===== src/rtl/aux_pkg.sv =====
package aux_pkg;
  localparam int unsigned AW      = 16;
  localparam int unsigned NREG    = 2;
  localparam int unsigned SW      = (NREG > 1) ? $clog2(NREG) : 1;
  localparam int unsigned LD_LAT  = 3;   // D2 -> R1 -> R2 -> EXE
  localparam int unsigned OPC_HIW = 12;  // opcode bits compared

  // load forms, bits [15:4] of the upper opcode word
  localparam logic [OPC_HIW-1:0] LD_FORM0 = 12'h760;
  localparam logic [OPC_HIW-1:0] LD_FORM1 = 12'h764;

  typedef struct packed {
    logic          vld;
    logic [SW-1:0] sel;
  } ld_tok_t;
endpackage


===== src/rtl/aux_opc_dec.sv =====
module aux_opc_dec
  import aux_pkg::*;
(
  input  logic [OPC_HIW-1:0] opc_bits,
  output ld_tok_t            tok
);
  logic is_form0;
  logic is_form1;

  always_comb begin
    is_form0 = (opc_bits == LD_FORM0);
    is_form1 = (opc_bits == LD_FORM1);
    tok.vld  = is_form0 | is_form1;
    tok.sel  = is_form1 ? SW'(1) : SW'(0);
  end

  always_comb begin
    if (tok.vld) begin
      AST_DEC_FORM: assert (opc_bits[11:3] == 9'h0EC && opc_bits[1:0] == 2'b00);
    end
  end
endmodule


===== src/rtl/aux_ld_pipe.sv =====
module aux_ld_pipe
  import aux_pkg::*;
#(
  parameter int unsigned LAT = LD_LAT
) (
  input  logic    clk,
  input  logic    rst,
  input  ld_tok_t tok_in,
  output ld_tok_t tok_exe
);
  ld_tok_t st [LAT];

  always_ff @(posedge clk) begin
    if (rst) begin
      st[0] <= '0;
    end else begin
      st[0] <= tok_in;
    end
  end

  for (genvar s = 1; s < LAT; s++) begin : g_stage
    always_ff @(posedge clk) begin
      if (rst) begin
        st[s] <= '0;
      end else begin
        st[s] <= st[s-1];
      end
    end

    AST_PIPE_SHIFT: assert property (@(posedge clk) disable iff (rst)
      st[s].vld |-> $past(st[s-1].vld));
  end

  assign tok_exe = st[LAT-1];
endmodule


===== src/rtl/aux_reg_bank.sv =====
module aux_reg_bank
  import aux_pkg::*;
(
  input  logic          clk,
  input  logic          rst,
  input  logic          ind_valid,
  input  logic [SW-1:0] ind_sel,
  input  logic          ind_inc,
  input  logic [AW-1:0] ind_step,
  input  ld_tok_t       ld_tok,
  input  logic [AW-1:0] ld_data,
  output logic [AW-1:0] rd_data,
  output logic [AW-1:0] q [NREG],
  output logic          drop_q
);
  logic [NREG-1:0] inc_hit;
  logic [NREG-1:0] ld_hit;
  logic            clash;

  for (genvar i = 0; i < NREG; i++) begin : g_reg
    assign inc_hit[i] = ind_valid & ind_inc & (ind_sel == SW'(i));
    assign ld_hit[i]  = ld_tok.vld & (ld_tok.sel == SW'(i));

    // D2 post-increment has priority over the EXE load
    always_ff @(posedge clk) begin
      if (rst) begin
        q[i] <= '0;
      end else if (inc_hit[i]) begin
        q[i] <= q[i] + ind_step;
      end else if (ld_hit[i]) begin
        q[i] <= ld_data;
      end
    end

    AST_RESET_CLEAR: assert property (@(posedge clk)
      rst |=> (q[i] == '0));
    AST_INC_APPLY: assert property (@(posedge clk) disable iff (rst)
      inc_hit[i] |=> (q[i] == AW'($past(q[i]) + $past(ind_step))));
    AST_LOAD_COMMIT: assert property (@(posedge clk) disable iff (rst)
      (ld_hit[i] && !inc_hit[i]) |=> (q[i] == $past(ld_data)));
    AST_HOLD_IDLE: assert property (@(posedge clk) disable iff (rst)
      (!ld_hit[i] && !inc_hit[i]) |=> $stable(q[i]));
  end

  assign clash   = |(inc_hit & ld_hit);
  assign rd_data = q[ind_sel];

  always_ff @(posedge clk) begin
    if (rst) begin
      drop_q <= 1'b0;
    end else begin
      drop_q <= clash;
    end
  end

  AST_DROP_CAUSE: assert property (@(posedge clk) disable iff (rst)
    drop_q |-> $past(clash));
  AST_DROP_RAISE: assert property (@(posedge clk) disable iff (rst)
    clash |=> drop_q);
  AST_HIT_ONEHOT: assert property (@(posedge clk) disable iff (rst)
    $onehot0(ld_hit));
endmodule


===== src/rtl/aux_addr_unit.sv =====
module aux_addr_unit
  import aux_pkg::*;
(
  input  logic          clk,
  input  logic          rst,
  input  logic [15:0]   opc_hi,
  input  logic [AW-1:0] mem_rdata,
  input  logic          ind_valid,
  input  logic          ind_sel,
  input  logic          ind_inc,
  input  logic [AW-1:0] ind_step,
  output logic [AW-1:0] addr_out,
  output logic [AW-1:0] ar0,
  output logic [AW-1:0] ar1,
  output logic          ld_drop
);
  ld_tok_t       d2_tok;
  ld_tok_t       exe_tok;
  logic [AW-1:0] regs [NREG];
  logic          unused_addr_bits;

  assign unused_addr_bits = ^opc_hi[3:0];

  aux_opc_dec u_dec (
    .opc_bits (opc_hi[15:4]),
    .tok      (d2_tok)
  );

  aux_ld_pipe #(.LAT(LD_LAT)) u_pipe (
    .clk     (clk),
    .rst     (rst),
    .tok_in  (d2_tok),
    .tok_exe (exe_tok)
  );

  aux_reg_bank u_bank (
    .clk       (clk),
    .rst       (rst),
    .ind_valid (ind_valid),
    .ind_sel   (SW'(ind_sel)),
    .ind_inc   (ind_inc),
    .ind_step  (ind_step),
    .ld_tok    (exe_tok),
    .ld_data   (mem_rdata),
    .rd_data   (addr_out),
    .q         (regs),
    .drop_q    (ld_drop)
  );

  assign ar0 = regs[0];
  assign ar1 = regs[1];

  AST_DROP_NEEDS_INC: assert property (@(posedge clk) disable iff (rst)
    ld_drop |-> $past(ind_valid && ind_inc));
endmodule


===== config.mk =====
export PLATFORM = sky130hd
export DESIGN_NAME = aux_addr_unit
export DESIGN_NICKNAME = d
export VERILOG_FILES = /design/src/rtl/aux_pkg.sv /design/src/rtl/aux_opc_dec.sv /design/src/rtl/aux_ld_pipe.sv /design/src/rtl/aux_reg_bank.sv /design/src/rtl/aux_addr_unit.sv
export SDC_FILE = /design/constraint.sdc
export NUM_CORES = 1
export LEC_CHECK = 0
export BUFFER_PORTS_ARGS = -buffer_cell sky130_fd_sc_hd__buf_4
export CAP_MARGIN = 30
export CORE_ASPECT_RATIO = 1.75
export CORE_UTILIZATION = 30
export DETAILED_ROUTE_END_ITERATION = 8
export GPL_ROUTABILITY_DRIVEN = 0
export GPL_TIMING_DRIVEN = 0
export PLACE_DENSITY_LB_ADDON = 0.2
export SETUP_SLACK_MARGIN = 0.15
export SLEW_MARGIN = 20
export SYNTH_ARGS = -nofsm -noshare
export SYNTH_HDL_FRONTEND = slang
export SYNTH_HIERARCHICAL = 1
export SYNTH_SLANG_ARGS = --single-unit

===== constraint.sdc =====
create_clock -name clk -period 3.1 [get_ports clk]
set_input_delay 0.31 -clock clk [delete_from_list [all_inputs] [get_ports clk]]
set_output_delay 0.31 -clock clk [all_outputs]
set_load 0.01 [all_outputs]

* Yosys cells after proc, flatten, opt, wreduce, memory -nomap -nowiden
Memory sizes are Yosys's and may differ from the RTL's.
Cells that the tools add are included.
** Operators by class
- $add $sub $neg :: 2
- Magnitude comparators :: 1
- Equality and inequality tests :: 2
- Multiplexer cells :: 14
- Bitwise logic cells :: 13
- Reduce and logical (&&, ||, !) cells :: 3
** Operators by type and width (number)
- $mux W16 :: 7
- $add A16 B16 Y16 :: 2
- $eq A12 B11 Y1 const B :: 2
- $mux W2 :: 3
- $and A1 B1 Y1 :: 5
- $mux W1 :: 4
- $or A1 B1 Y1 :: 4
- $reduce_bool A2 Y1 :: 2
- $and A2 B2 Y2 :: 1
- $ge A2 B2 Y1 const B :: 1
- $not A1 Y1 :: 2
- $not A1 Y2 :: 1
- $reduce_or A2 Y1 :: 1
** Word-level totals
- Flip-flop bits (word level) :: 33
- Bits in writable memories :: 6
- Input port bits :: 53
- Output and inout port bits :: 49
- Logic and storage cells :: 39
- Memories kept :: 1
** Memories
- u_pipe.st :: depth 3, bits a word 2, read ports 3, clocked after memory_dff 0, wr ports 3, line aux_ld_pipe.sv:11 : ld_tok_t st [LAT];

* Logic depth before layout (Yosys ltp)
Gate-level depths: netlist (run 1).
- Word-level depth :: 4
- Gate-level depth with buffers :: 8
- Mapped depth without buffers :: 8

* Modules after synthesis
The synthesis (run 1) kept the hierarchy.
** Modules (own cells, without submodules)
- aux_reg_bank :: times used 1, cells an instance 397, area an instance 3145.5 um^2, seq. area each 660.6 um^2
- aux_ld_pipe :: times used 1, cells an instance 12, area an instance 157.7 um^2, seq. area each 120.1 um^2
- aux_opc_dec :: times used 1, cells an instance 7, area an instance 60.1 um^2, seq. area each 0.0 um^2

* Least setup slack after synthesis (run 1)
OpenSTA, ideal clock, no wires.
- Path kind :: register to register
- Start point :: register u_bank/q[16] (netlist name)
- End point :: register u_bank/q[26] (netlist name)
- Setup time :: 95 ps
- Arrival time :: 2167 ps
- Required time :: 3005 ps
- Slack :: 838 ps
- Stages on the path, launching flop included :: 9
- Buffers on the path :: 0
- Clock period less this slack :: 2262 ps
- Path through :: dfxtp_1 -> ha_1 -> fa_1 -> a21o_1 -> a311o_2 -> a21oi_4 -> a21oi_1 -> xnor2_1 -> a221oi_1
** On the way
- Longest elaborated chain between the ends :: 2
** RTL lines
- from (decl) :: line aux_reg_bank.sv:13 : output logic [AW-1:0] q [NREG],
- from (signal, indexed assignment) :: line aux_reg_bank.sv:29 : q[i] <= q[i] + ind_step;
- from (signal, indexed assignment) :: line aux_reg_bank.sv:31 : q[i] <= ld_data;
- $add A16 B16 Y16 :: line aux_reg_bank.sv:29
- $mux W16 :: line aux_reg_bank.sv:28 : end else if (inc_hit[i]) begin
No other way between the ends.
A chain may end at the register's enable or synchronous reset.

* Worst setup path in the final report (run 1)
- Start point :: register u_bank/q[16] (netlist name)
- End point :: register u_bank/q[24] (netlist name)
Same word-level chain as after synthesis.

==> flow_summary.ini, run 1 <==
[outcome]
outcome = finished, final reports clean

[sta]
max_freq_ghz = 0.4077
rsz0062_at_grt = false
setup_slack_ps = 647.3
post-route-period-util = 0.7912
maxSlewViolCount = 0
fin_skew_ps = 3.460
slew_headroom = 0.5800
finalSetupViolCount = 0
finalCriticalPeriod_ps = 2453
finalHoldViolCount = 0
holdWs_ps = 270.6
final.setup.tns_ps = 0
tightestPinTransition_ps = 630.0

[pwr]
finalPower_mw = 1.637
power_density_mw_per_mm2 = 369.8
leakage_nw = 1.877
ir_drop_mv = 0.2252

[yosys]
ys_seq_elements = 39
synth_top_flop_cell = dfxtp_1
yosysTopAreaCellShare = 0.2321
synthTopCellsByArea = dfxtp_1, ha_1, nand2_1
async_reset_ff_frac = 0
synth_area_leader_cell = dfxtp_1
synth_area_mm2 = 0.003363
ys_types = 67
ys_warn_count = 6
synth_edf_count = 0
syn_area_per_cell_um2 = 8.085
synth_nets = 501
netlist_instances = 416
yosysSeqAreaShare = 0.2321

[finish]
layout-area-overhead-vs-synth_pct = 31.66
final_layout_size_suffix_gt1_frac = 0.2841
fin_util = 0.4091
final_common_cell = buf_4
layout_common_cells = buf_4, nand2_1, dfxtp_1, a21oi_1, nor2_1
diodes = 0
final_cells = 651
nets = 605
final_area_mm2 = 0.004428

[global_routing]
grt_pass1_wl_um = 18390
busiest_layer = met2
use_met1 = 0.2436
grtUsageTotal = 0.2105
grt_overflow = 0
grt_util_met3 = 0.02179
grt_antenna_before_repair = 0
met2_usage = 0.3741
first_global_vias = 3594
grt_max_degree = 13

[floorplan]
dieWidth_um = 82.04
fp.dieArea_mm2 = 0.01166
std_cell_rows = 50
start_util = 0.3108
core_area_mm2 = 0.01082
fp.dieH_um = 142.1
io_pins = 102

[cts]
cts_root_buffer = clkbuf_16
path_clk_slew_ps = 60
clock_sinks = 39
cts_resized = 0
cts_tree = yes
post-cts-setup-buffers = 0
ctsLongestPathBuffers = 2
numCtsBuffers = 5
hold_buffers = 0
clk_latency_ps = 280
cts_htree_levels = 2

[drt]
routedWlPerCell_um = 18.38
drt_pass1_iterations = 5
ant_nets = 0
drtIter0Drc = 224
routed-via-count = 3666
wirelength_um = 11970
drc = 0
routed_via_density = 5.631

[worst_setup_path]
critPathArrivalTime_ps = 2630
critical_path_class = reg -> reg
critPathRequiredTime_ps = 3270
endpoint_kind = flop
crit_fanout = 4
worstSetupStartpointType = flop

[place]
io_buffer_count = 97
dp_slack_ps = 543.0
place_area_mm2 = 0.004254
dpl.hpwl_um = 9716
dp_cells = 643

[hold_path]
hold_class = in -> reg

[job]
maxCapViolCount = 0
## final cells by class
cell class | instances | area [µm²]
fill | 1169 | 6395
multi-input combinational | 349 | 2455
sequential | 39 | 780.7
timing repair buffer | 97 | 728.2
tap | 130 | 162.7
clock buffer | 6 | 138.9
buffer | 25 | 116.4
clock inverter | 2 | 35.03
inverter | 3 | 11.26
## cell usage after synthesis, drive strengths merged, types with 6 or more instances
master,number
a21o,9
mux2,16
clkbuf,12
xnor2,13
nand2,70
ha,30
buf,13
dfxtp,39
a311oi,15
nor2b,10
nor3,7
xor2,9
a21oi,41
mux2i,6
o21ai,12
a221oi,9
nor2,31
## final timing paths
| path | startpoint | cells after the start | slack, ps | end |
|---|---|---|---|---|
| max | u_bank/q[16] | 8 | 650 | u_bank/q[24] |
| min | rst | 2 | 270 | u_pipe/st[0][0] |
| max reg2reg | u_bank/q[16] | 8 | 650 | u_bank/q[24] |
| min reg2reg | u_pipe/st[0][1] | 1 | 440 | u_pipe/st[1][1] |
## cells by family (layout without fill, tap and decap cells)
family	count (synthesis)	after routing	synth area share
multiplexers	22	22	0.07143
adder cells (fa/ha/maj)	32	32	0.1235
AND/OR/NAND/NOR	151	151	0.2154
buffers and inverters	28	133	0.03795
AO/OA/AOI/OAI	122	122	0.2623
XOR/XNOR	22	22	0.05729
flip-flops	39	39	0.2321
## state kept, by name, indices dropped and copies added, names as in the netlist
register	cells
u_bank/q	32
u_pipe/st	6
u_bank/drop_q	1
## metal layers
metal,wire [µm],vias to the layer above
met5,0,-
met1,4680,1706
met2,6018,179
li1,-,1758
met4,516,0
met3,753,23
## critical path, cell delays in order (launching register included)
cell	delay (ps)
dfxtp_1	340
ha_1	230
fa_1	410
a21o_1	230
a311o_2	410
a21oi_4	170
o21bai_1	100
xnor2_1	140
a221oi_1	320
## where the power goes
group	internal (mW)	switching (mW)
Clock	0.401	0.210
Sequential	0.524	0.0341
Combinational	0.220	0.249
Total	1.14	0.493
Power figures use the tool's default switching activity.
==> run 2: changes to the inputs <==
==> constraint.sdc (replaced) <==
create_clock -name clk -period 2.31 [get_ports clk]
set_input_delay 0.231 -clock clk [delete_from_list [all_inputs] [get_ports clk]]
set_output_delay 0.231 -clock clk [all_outputs]
set_load 0.01 [all_outputs]
==> run 2 against run 1 <==
Sequential share of layout area down 0.35 points. Routed wire length up 1.6%. Utilization up 1.3 points. Register-to-register slack worse by 520 ps. Maximum frequency up 13%. Cell area up 3.2%. Clock power up 21%. Largest cell class unchanged. Critical path type unchanged. Die area unchanged. Non-clock buffer count up 9.
==> flow_summary.ini, run 2 (same netlist as run 1, synthesis figures left out) <==
[hold_path]
hold_class = in -> reg
hold_start = rst

[worst_setup_path]
critPathSlowestCell = dfxtp_4
critPathRequiredTime_ps = 2510
path_cells = ha_4, fa_2, a21o_1, a311o_2, a21oi_4, o21bai_1, xnor2_1, a221oi_2
critical_path_class = reg -> reg
crit_fanout = 3
r2r_start = u_bank/q[16]
startpoint = u_bank/q[16]
critPathArrivalTime_ps = 2380
worstSetupStartpointType = flop
endpoint_kind = flop
critPathMaxStageDelay_ps = 350

[floorplan]
fp.dieArea_mm2 = 0.01166
io_pins = 102
dieWidth_um = 82.04
std_cell_rows = 50
start_util = 0.3108
fp.dieH_um = 142.1
core_area_mm2 = 0.01082

[cts]
ctsLongestPathBuffers = 2
cts_htree_levels = 2
hold_buffers = 0
clock_sinks = 39
numCtsBuffers = 5
cts_tree = yes
cts_root_buffer = clkbuf_16
clk_latency_ps = 290
path_clk_slew_ps = 60

[global_routing]
grtUsageTotal = 0.2129
grt_max_degree = 12
first_global_vias = 3610
grt_pass1_wl_um = 18280
grt_overflow = 0
grt_antenna_before_repair = 0

[finish]
final_area_mm2 = 0.004569
layout-area-overhead-vs-synth_pct = 35.86
final_layout_size_suffix_gt1_frac = 0.3302
final_common_cell = buf_4
largest-register = u_bank/q
top_regs = u_bank/q (32), u_pipe/st (6), u_bank/drop_q (1)
diodes = 0
layout_common_cells = buf_4, nand2_1, a21oi_1, dfxtp_1, nor2_1
nets = 614
largest_reg_flops = 32

[drt]
routed-via-count = 3654
routedWlPerCell_um = 18.42
wirelength_um = 12160
drc = 0
ant_nets = 0
drt_pass1_iterations = 5
drtIter0Drc = 134
routed_via_density = 5.536

[pwr]
ir_drop_mv = 0.2955
leakage_nw = 1.917
power_density_mw_per_mm2 = 470.4

[place]
place_area_mm2 = 0.004259
dp_slack_ps = -47.27
io_buffer_count = 97
dpl.hpwl_um = 9726

[sta]
slew_headroom = 0.5641
finalHoldViolCount = 0
setup_slack_ps = 130.2
rsz0062_at_grt = true
finalCriticalPeriod_ps = 2180
post-route-period-util = 0.9436
fin_skew_ps = 3.187
tightestPinTransition_ps = 653.9
maxSlewViolCount = 0
max_freq_ghz = 0.4588
finalSetupViolCount = 0
holdWs_ps = 185.6

[outcome]
outcome = finished, final reports clean

[job]
maxCapViolCount = 0
-- run 2: cell count changes in the layout (fill, tap and decap cells not counted), moves of 3 or more --
cell	delta
dfxtp_2	+4
buf_4	+8
a21oi_1	-3
dfxtp_1	-5
a21oi_2	+3
-- run 2: through the flow --
step / TNS, ps / cells / power [mW] / util
3_5_place_dp: -77.36 / 643 / 1.389 / 0.3935
6_report: 0 / 660 / 2.149 / 0.4222
2_1_floorplan: 0 / 416 / 1.128 / -
5_1_grt: 0 / 660 / 2.257 / 0.4222
3_3_place_gp: -38.64 / 643 / 1.380 / 0.3935
4_1_cts: 0 / 656 / 2.147 / 0.4154
-- run 2: layout make-up --
cell class	instances	area, µm²
Fill cell	1118	6254
Multi-Input combinational cell	349	2534
Timing Repair Buffer	106	799.5
Sequential cell	39	789.5
Tap cell	130	162.7
Clock buffer	8	156.4
Buffer	25	116.4
Inverter	3	11.26
-- run 2: worst max-delay path, delay by kind of cell (launching register included) --
family	cells	cell delay (ps)
AOI/OAI and AO/OA	5	1070
xor gates and xnor gates	1	170
DFF	1	350
adders and majority gates	2	500
-- run 2: where the power goes --
group	switching, mW	internal [mW]	total [mW]
registers	0.0453	0.703	0.749
logic	0.347	0.312	0.660
clock network	0.281	0.460	0.741
total	0.674	1.48	2.15
-- run 2: timing repair --
action | in CTS | in global routing
buffers inserted | 5 | 4
resized for setup | 11 | 11
setup endpoints to repair | 8 | 13
pin swaps | 6 | 6
-- run 2: path summary, 6_finish.rpt --
check,cells past startpoint,to,slack (ps)
min reg2reg,1,u_pipe/st[2][1],430
max reg2reg,8,u_bank/q[24],130
min,2,u_pipe/st[2][1],190
max,8,u_bank/q[24],130
-- run 2: metal layers --
layer / wire (µm) / global-route usage / vias to the layer above / part of all wire
met1: 4607 / 0.2329 / 1697 / 0.38
li1: - / - / 1774 / -
met3: 705 / 0.02692 / 30 / 0.058
met4: 591 / 0.1265 / 0 / 0.049
met2: 6250 / 0.3771 / 153 / 0.51
met5: 0 / 0 / - / 0
